## src/rtl/tlf_pkg.sv

```systemverilog
package tlf_pkg;
  // Loop mode as seen by the control register.
  typedef enum logic [1:0] {
    TLF_HOLD   = 2'd0,
    TLF_UPDATE = 2'd1,
    TLF_OPEN   = 2'd2
  } tlf_mode_e;

  function automatic tlf_mode_e tlf_mode(input logic vld, input logic open_loop);
    if (open_loop)  return TLF_OPEN;
    else if (vld)   return TLF_UPDATE;
    else            return TLF_HOLD;
  endfunction
endpackage

```

## src/rtl/tlf_ashr.sv

```systemverilog
// Sign-extend an input word to the output width, then shift right arithmetically.
module tlf_ashr #(
  parameter int IN_W  = 16,
  parameter int OUT_W = 24,
  parameter int SH_W  = 4
) (
  input  logic [IN_W-1:0]  din,
  input  logic [SH_W-1:0]  sh,
  output logic [OUT_W-1:0] dout
);
  logic [OUT_W-1:0] ext;

  generate
    if (OUT_W > IN_W) begin : g_ext
      assign ext = {{(OUT_W-IN_W){din[IN_W-1]}}, din};
    end else begin : g_same
      assign ext = din[OUT_W-1:0];
    end
  endgenerate

  assign dout = $unsigned($signed(ext) >>> sh);
endmodule

```

## src/rtl/tlf_sat_add.sv

```systemverilog
// Signed adder that clamps to the W-bit limits instead of wrapping.
module tlf_sat_add #(
  parameter int W = 24
) (
  input  logic [W-1:0] a,
  input  logic [W-1:0] b,
  output logic [W-1:0] y,
  output logic         clipped
);
  localparam logic [W-1:0] POS_LIM = {1'b0, {(W-1){1'b1}}};
  localparam logic [W-1:0] NEG_LIM = {1'b1, {(W-1){1'b0}}};

  logic [W:0] wide;

  always_comb begin
    wide    = {a[W-1], a} + {b[W-1], b};
    clipped = wide[W] ^ wide[W-1];
    if (!clipped)     y = wide[W-1:0];
    else if (wide[W]) y = NEG_LIM;
    else              y = POS_LIM;
  end

  // operands of equal sign never give a result of the other sign
  always_comb begin
    if (a[W-1] == b[W-1]) begin
      assert_no_wrap_R3: assert (y[W-1] == a[W-1]);
    end
  end
endmodule

```

## src/rtl/tlf_integ.sv

```systemverilog
// Integrator state register with an explicit clock enable.
module tlf_integ #(
  parameter int W = 24
) (
  input  logic         clk,
  input  logic         rst_n,
  input  logic         en,
  input  logic [W-1:0] d,
  output logic [W-1:0] q
);
  logic [W-1:0] q_next;

  always_comb begin
    q_next = q;
    if (en) q_next = d;
  end

  always_ff @(posedge clk or negedge rst_n) begin
    if (!rst_n) q <= '0;
    else        q <= q_next;
  end
endmodule

```

## src/rtl/tim_loop_pi.sv

```systemverilog
module tim_loop_pi
  import tlf_pkg::*;
#(
  parameter int ERR_W  = 16,
  parameter int ACC_W  = 24,
  parameter int GAIN_W = 4
) (
  input  logic              clk,
  input  logic              rst_n,
  input  logic              err_vld_i,
  input  logic [ERR_W-1:0]  err_i,
  input  logic [GAIN_W-1:0] kp_i,
  input  logic [GAIN_W-1:0] ki_i,
  input  logic              open_loop_i,
  output logic              ctl_vld_o,
  output logic [ACC_W-1:0]  ctl_o,
  output logic              adv_o,
  output logic              ret_o
);
  localparam logic [ACC_W-1:0] ZERO_W = '0;

  tlf_mode_e        mode;
  logic [ACC_W-1:0] prop_term, int_term;
  logic [ACC_W-1:0] integ_q, integ_sum, ctl_sum;
  logic             integ_clip, ctl_clip;
  logic             integ_en;

  logic [ACC_W-1:0] ctl_next;
  logic             adv_next, ret_next, vld_next, ctl_en;

  assign mode = tlf_mode(err_vld_i, open_loop_i);

  tlf_ashr #(.IN_W(ERR_W), .OUT_W(ACC_W), .SH_W(GAIN_W)) u_prop_shift (
    .din(err_i), .sh(kp_i), .dout(prop_term)
  );

  tlf_ashr #(.IN_W(ERR_W), .OUT_W(ACC_W), .SH_W(GAIN_W)) u_int_shift (
    .din(err_i), .sh(ki_i), .dout(int_term)
  );

  tlf_sat_add #(.W(ACC_W)) u_int_add (
    .a(integ_q), .b(int_term), .y(integ_sum), .clipped(integ_clip)
  );

  assign integ_en = (mode == TLF_UPDATE);

  tlf_integ #(.W(ACC_W)) u_integ (
    .clk(clk), .rst_n(rst_n), .en(integ_en), .d(integ_sum), .q(integ_q)
  );

  tlf_sat_add #(.W(ACC_W)) u_ctl_add (
    .a(prop_term), .b(integ_sum), .y(ctl_sum), .clipped(ctl_clip)
  );

  // Next-state for the control register
  always_comb begin
    ctl_en   = (mode != TLF_HOLD);
    ctl_next = ctl_o;
    adv_next = adv_o;
    ret_next = ret_o;
    vld_next = err_vld_i;
    case (mode)
      TLF_UPDATE: begin
        ctl_next = ctl_sum;
        ret_next = ctl_sum[ACC_W-1];
        adv_next = !ctl_sum[ACC_W-1] && (ctl_sum != ZERO_W);
      end
      TLF_OPEN: begin
        ctl_next = ZERO_W;
        ret_next = 1'b0;
        adv_next = 1'b0;
      end
      default: ;
    endcase
  end

  always_ff @(posedge clk or negedge rst_n) begin
    if (!rst_n) begin
      ctl_o     <= '0;
      adv_o     <= 1'b0;
      ret_o     <= 1'b0;
      ctl_vld_o <= 1'b0;
    end else begin
      ctl_vld_o <= vld_next;
      if (ctl_en) begin
        ctl_o <= ctl_next;
        adv_o <= adv_next;
        ret_o <= ret_next;
      end
    end
  end

  // open loop freezes the integrator and zeroes the control word
  assert_open_hold_R6: assert property (@(posedge clk) disable iff (!rst_n)
    open_loop_i |=> ($stable(integ_q) && (ctl_o == ZERO_W)));

  // no strobe and closed loop keeps the control word
  assert_idle_hold_R5: assert property (@(posedge clk) disable iff (!rst_n)
    (!err_vld_i && !open_loop_i) |=> ($stable(ctl_o) && $stable(integ_q)));

  // update strobe follows the error strobe by one cycle
  assert_strobe_R9: assert property (@(posedge clk) disable iff (!rst_n)
    err_vld_i |=> ctl_vld_o);
  assert_no_strobe_R9: assert property (@(posedge clk) disable iff (!rst_n)
    !err_vld_i |=> !ctl_vld_o);

  // direction flags agree with the control word's sign
  assert_dir_R7: assert property (@(posedge clk) disable iff (!rst_n)
    !(adv_o && ret_o) && (adv_o == ($signed(ctl_o) > 0)) && (ret_o == ($signed(ctl_o) < 0)));

  // a non-negative integrator fed a non-negative term stays non-negative
  assert_no_overflow_R3: assert property (@(posedge clk) disable iff (!rst_n)
    (integ_en && !integ_q[ACC_W-1] && !err_i[ERR_W-1]) |=> !integ_q[ACC_W-1]);
endmodule

```

## config.mk

```make
export PLATFORM = sky130hd
export DESIGN_NAME = tim_loop_pi
export DESIGN_NICKNAME = d
export VERILOG_FILES = /design/src/rtl/tlf_pkg.sv /design/src/rtl/tlf_ashr.sv /design/src/rtl/tlf_sat_add.sv /design/src/rtl/tlf_integ.sv /design/src/rtl/tim_loop_pi.sv
export SDC_FILE = /design/constraint.sdc
export NUM_CORES = 1
export LEC_CHECK = 0
export ABC_AREA = 1
export BUFFER_PORTS_ARGS = -buffer_cell sky130_fd_sc_hd__buf_2
export CORE_ASPECT_RATIO = 0.75
export CORE_MARGIN = 1
export CORE_UTILIZATION = 62
export CTS_BUF_LIST = sky130_fd_sc_hd__clkbuf_8 sky130_fd_sc_hd__clkbuf_16
export DETAILED_ROUTE_END_ITERATION = 10
export GPL_TIMING_DRIVEN = 0
export PLACE_DENSITY = 0.88
export SYNTH_ARGS = -nofsm -noshare
export SYNTH_HDL_FRONTEND = slang
export SYNTH_SLANG_ARGS = --single-unit
```

## constraint.sdc

```tcl
create_clock -name clk -period 5.2 [get_ports clk]
set_input_delay 1.04 -clock clk [delete_from_list [all_inputs] [get_ports clk]]
set_output_delay 1.04 -clock clk [all_outputs]
set_load 0.02 [all_outputs]
```

==> run metrics, run 1 <==
Stopped at=global routing; largest net degree at the start of global routing=51; Synth async-reset ratio=100%; outcome=did not finish; htree depth=2; Post-synth EDFFs=0; GR repair worst EP=adv_o$_DFFE_PN0P_/D; gpl congestion=0.961; Root Buffer=clkbuf_16; Ports=55; syn_area_per_cell=6.09 um^2; die height=90.2 um; Initial Util=65.2%; Post-Place Cells=1240; stop err=[ERROR GRT-0232] Routing congestion too high. Check the congestion heatmap in the GUI.; GRT Total Usage=80.6%; PortBufs=53; worst_ep kind=sequential cell input; sequential share of the synthesized area=19.5%; Hold Buf Count CTS=0; FP Rows=31; Die Span X=120 um; CTS Buffer Depth=2; Yosys cell types=48; detailed placer's ending HPWL=15400 um; GRT overflow=99; Mapped Cells=1055; Mapped Area=0.00643 mm^2; Syn Nets=1133; Synth warnings=0; CTS Buf Count=5; Post-DP Area=0.00702 mm^2; flops & latches, synth=50; clk sinks=50; Main synth FF type=dfrtp_1
metal layers:
metal	GRT overflow	GRT usage [%]
met4	48	85.7
met2	48	96.7
met3	1	64.1
met1	2	80.5
met5	0	21.6
synthesized netlist by cell type, types with 3 or more instances:
cell type  instances  area [um^2]
a211oi_1           3         22.5
nand3_1           45          225
xnor2_1           13          114
a21oi_2            6         52.6
o211ai_1           6         45.0
mux2i_1           12          120
nor2_1            67          251
ha_1              48          601
nand4_1           17          106
dfrtp_1           50         1250
xor2_1            23          201
nor3_1             4         20.0
buf_2              5         25.0
clkbuf_1          26         97.6
nand2_1          344         1290
o21ai_0          119          596
inv_1            109          409
a21oi_1           80          400
nand2_2            6         37.5
buf_4              4         30.0
or2_2              5         31.3
a31oi_1           15         93.8
o21bai_1          10         75.1
stage by stage:
step	setup TNS, ps	setup WS [ps]
2_1_floorplan	-579	-133
3_3_place_gp	-34830	-1580
3_5_place_dp	-36610	-1670
4_1_cts	-728	-205
timing repair:
action | in CTS
gates resized for setup | 190
setup endpoints to repair | 25
pin swaps | 65
gates cloned | 7
setup buffers | 59
kinds of logic after synthesis:
family	Yosys count	share of synthesized area, %
simple gates	500	32.1
xor+xnor	36	4.91
mux	12	1.87
fa+ha+maj	50	9.97
compound gates	257	22.3
flops	50	19.5
buf+inv	150	9.35
==> inputs of run 2 (changes only) <==
--- a/config.mk
+++ b/config.mk
@@ -7,13 +7,11 @@
 export LEC_CHECK = 0
 export ABC_AREA = 1
 export BUFFER_PORTS_ARGS = -buffer_cell sky130_fd_sc_hd__buf_2
-export CORE_ASPECT_RATIO = 0.75
 export CORE_MARGIN = 1
-export CORE_UTILIZATION = 62
-export CTS_BUF_LIST = sky130_fd_sc_hd__clkbuf_8 sky130_fd_sc_hd__clkbuf_16
+export CORE_UTILIZATION = 40
 export DETAILED_ROUTE_END_ITERATION = 10
 export GPL_TIMING_DRIVEN = 0
-export PLACE_DENSITY = 0.88
+export PLACE_DENSITY_LB_ADDON = 0.15
 export SYNTH_ARGS = -nofsm -noshare
 export SYNTH_HDL_FRONTEND = slang
 export SYNTH_SLANG_ARGS = --single-unit
==> run 2 against run 1 <==
Net effect: the flow now finishes, with violations (setup timing); synthesized cell count unchanged; synthesized area unchanged.
==> run metrics, run 2 <==
final setup vio count=23; most common cell in the netlist=nand2_1; register clock-pin slew on the reported worst setup and hold paths=70 ps; GRT overflow=0; crit end category=flip-flop; Mapped Area=0.00643 mm^2; Filler Cells Inserted=1484; biggest regs=ctl_o: 24 flops, u_integ.q: 24 flops; Die Area=0.0166 mm^2; Synth async-reset ratio=100%; top post-synthesis cells by area=nand2_1 (20%), dfrtp_1 (19%), ha_1 (9.3%), o21ai_0 (9.3%), inv_1 (6.4%); Design Area, Final=0.00919 mm^2; Area growth, synth to finish=43.0%; Post-DP Area=0.00712 mm^2; Worst EP required=5390 ps; Core Util, Final=59.6%; Final Cycle Share=105%; outcome=finished, violations left; CP max stage delay=400 ps; total number of vias=7524; TritonRoute pass-1 iters=5; flops & latches, synth=50; core box area=0.0154 mm^2; Setup Crit Path Kind=in -> reg; synth cell count leaders=nand2_1 (344), o21ai_0 (119), inv_1 (109); Worst Path Max Fanout=8; Final min period=5480 ps; Hold Buf Count CTS=0; Syn Nets=1133; FP Rows=45; Initial Util=41.7%; measured slew at the worst slew-check pin=1180 ps; PortBufs=53; violated checks=setup timing; Worst R2R Setup Slack=610 ps; final net count=1279; Crit path arrival time=5670 ps; commonest non-fill, non-tap cell in the layout=nand2_1; Synth warnings=0; Ports=55; vias in the first global route=7111; setup ws final=-283 ps; CTS Buf Count=5; sequential share of the synthesized area=19.5%; commonest non-fill, non-tap cells in the layout=nand2_1 (274), inv_1 (96), buf_4 (85); CTS tree=done; Avg WL per Cell=15.6 um; Root Buffer=clkbuf_16; crit start category=input pin; Die Span X=129 um; detailed placer's ending HPWL=16100 um; initial DRC count=531; final hold vios=0; htree depth=2; Yosys cell types=48; syn_area_per_cell=6.09 um^2; area leader, netlist=nand2_1; Slew Limit Headroom=21.0%; vias per cell=5.32; die height=129 um; RSZ-0062 raised after global routing=true; DRC=0; GRT Total Usage=26.5%; Hold Crit Class=reg -> reg; Mapped Cells=1055; final wirelength=22000 um; Final Max Tran Viols=0; slowest library cell on the worst path=fa_2; total negative slack=-4340 ps; ANT nets after route=0; Main synth FF type=dfrtp_1; Synth top area share=20.1%; largest net degree at the start of global routing=51; layout cells sized above 1=33.9%; Ant. Diodes=0; first-pass GRT wire length=34700 um; f_max=182 MHz; clk_skew=8.56 ps; CTS Buffer Depth=2; gpl congestion=0.902; Post-synth EDFFs=0; initial antenna violation count=0; Max-Cap Viols=0; clk sinks=50; worst skew pair latency=300 ps
-- run 2: cell counts after synthesis --
No cell type changed its count.
-- run 2: timing repair --
| item | CTS | global route |
|---|---|---|
| buffers inserted | 52 | 29 |
| gates cloned | 3 | 2 |
| endpoints found under the hold margin | 0 | 0 |
| pin swaps | 71 | 38 |
| endpoints found under the setup margin | 25 | 25 |
| gates resized for setup | 179 | 136 |
-- run 2: critical path: cells and delay by family --
family,cells,cell delay [ps]
AO/OA/AOI/OAI,9,1190
XOR/XNOR,1,230
adder cells (fa/ha/maj),2,660
buffers and inverters,10,1100
multiplexers,1,240
AND/OR/NAND/NOR,12,1220
-- run 2: per-layer routing --
metal | wire length [um] | global-route usage, %
met1 | 10000 | 36.5
met2 | 10400 | 43.9
met3 | 1160 | 3.24
met4 | 473 | 6.99
met5 | 0 | 0
-- run 2: worst paths after layout --
kind / startpoint / to / cells past startpoint
max: ki_i[1] / adv_o$_DFFE_PN0P_ / 35
min: ctl_o[7]$_DFFE_PN0P_ / ctl_o[7]$_DFFE_PN0P_ / 2
max reg2reg: u_integ.q[23]$_DFFE_PN0N_ / adv_o$_DFFE_PN0P_ / 29
min reg2reg: ctl_o[7]$_DFFE_PN0P_ / ctl_o[7]$_DFFE_PN0P_ / 2
max in group asynchronous: rst_n / ctl_o[23]$_DFFE_PN0P_ / 1
min in group asynchronous: rst_n / u_integ.q[20]$_DFFE_PN0N_ / 1
-- run 2: cell families (layout without fill, tap and decap cells) --
kind of cell	Yosys count	in the layout	share of synthesized area, %
simple gates	500	500	32.1
flops	50	50	19.5
compound gates	257	257	22.3
xor+xnor	36	36	4.91
fa+ha+maj	50	50	9.97
buf+inv	150	297	9.35
mux	12	12	1.87
-- run 2: layout make-up --
cell class | count | area, um^2 | area share, %
flip-flops and latches | 50 | 1250 | 13.6
multi-input cells | 855 | 5740 | 62.5
plain buffers | 38 | 307 | 3.34
well taps | 211 | 264 | 2.87
inverters | 112 | 450 | 4.90
repair buffers | 139 | 1030 | 11.2
clock buffers | 7 | 143 | 1.55
clock inverters | 1 | 5.00 | 0.0545
-- run 2: through the flow --
step / setup WS, ps / std cells / hold slack (ps)
6_report: -283 / 1413 / 484
5_1_grt: -458 / 1413 / 507
4_1_cts: -173 / 1382 / 490
3_5_place_dp: -1670 / 1319 / 466
3_3_place_gp: -1660 / 1319 / 458
2_1_floorplan: -133 / 1055 / 453
Power of run 2 is not shown: default switching activity piles up to over one toggle a cycle in this logic, so the estimate is an artifact.
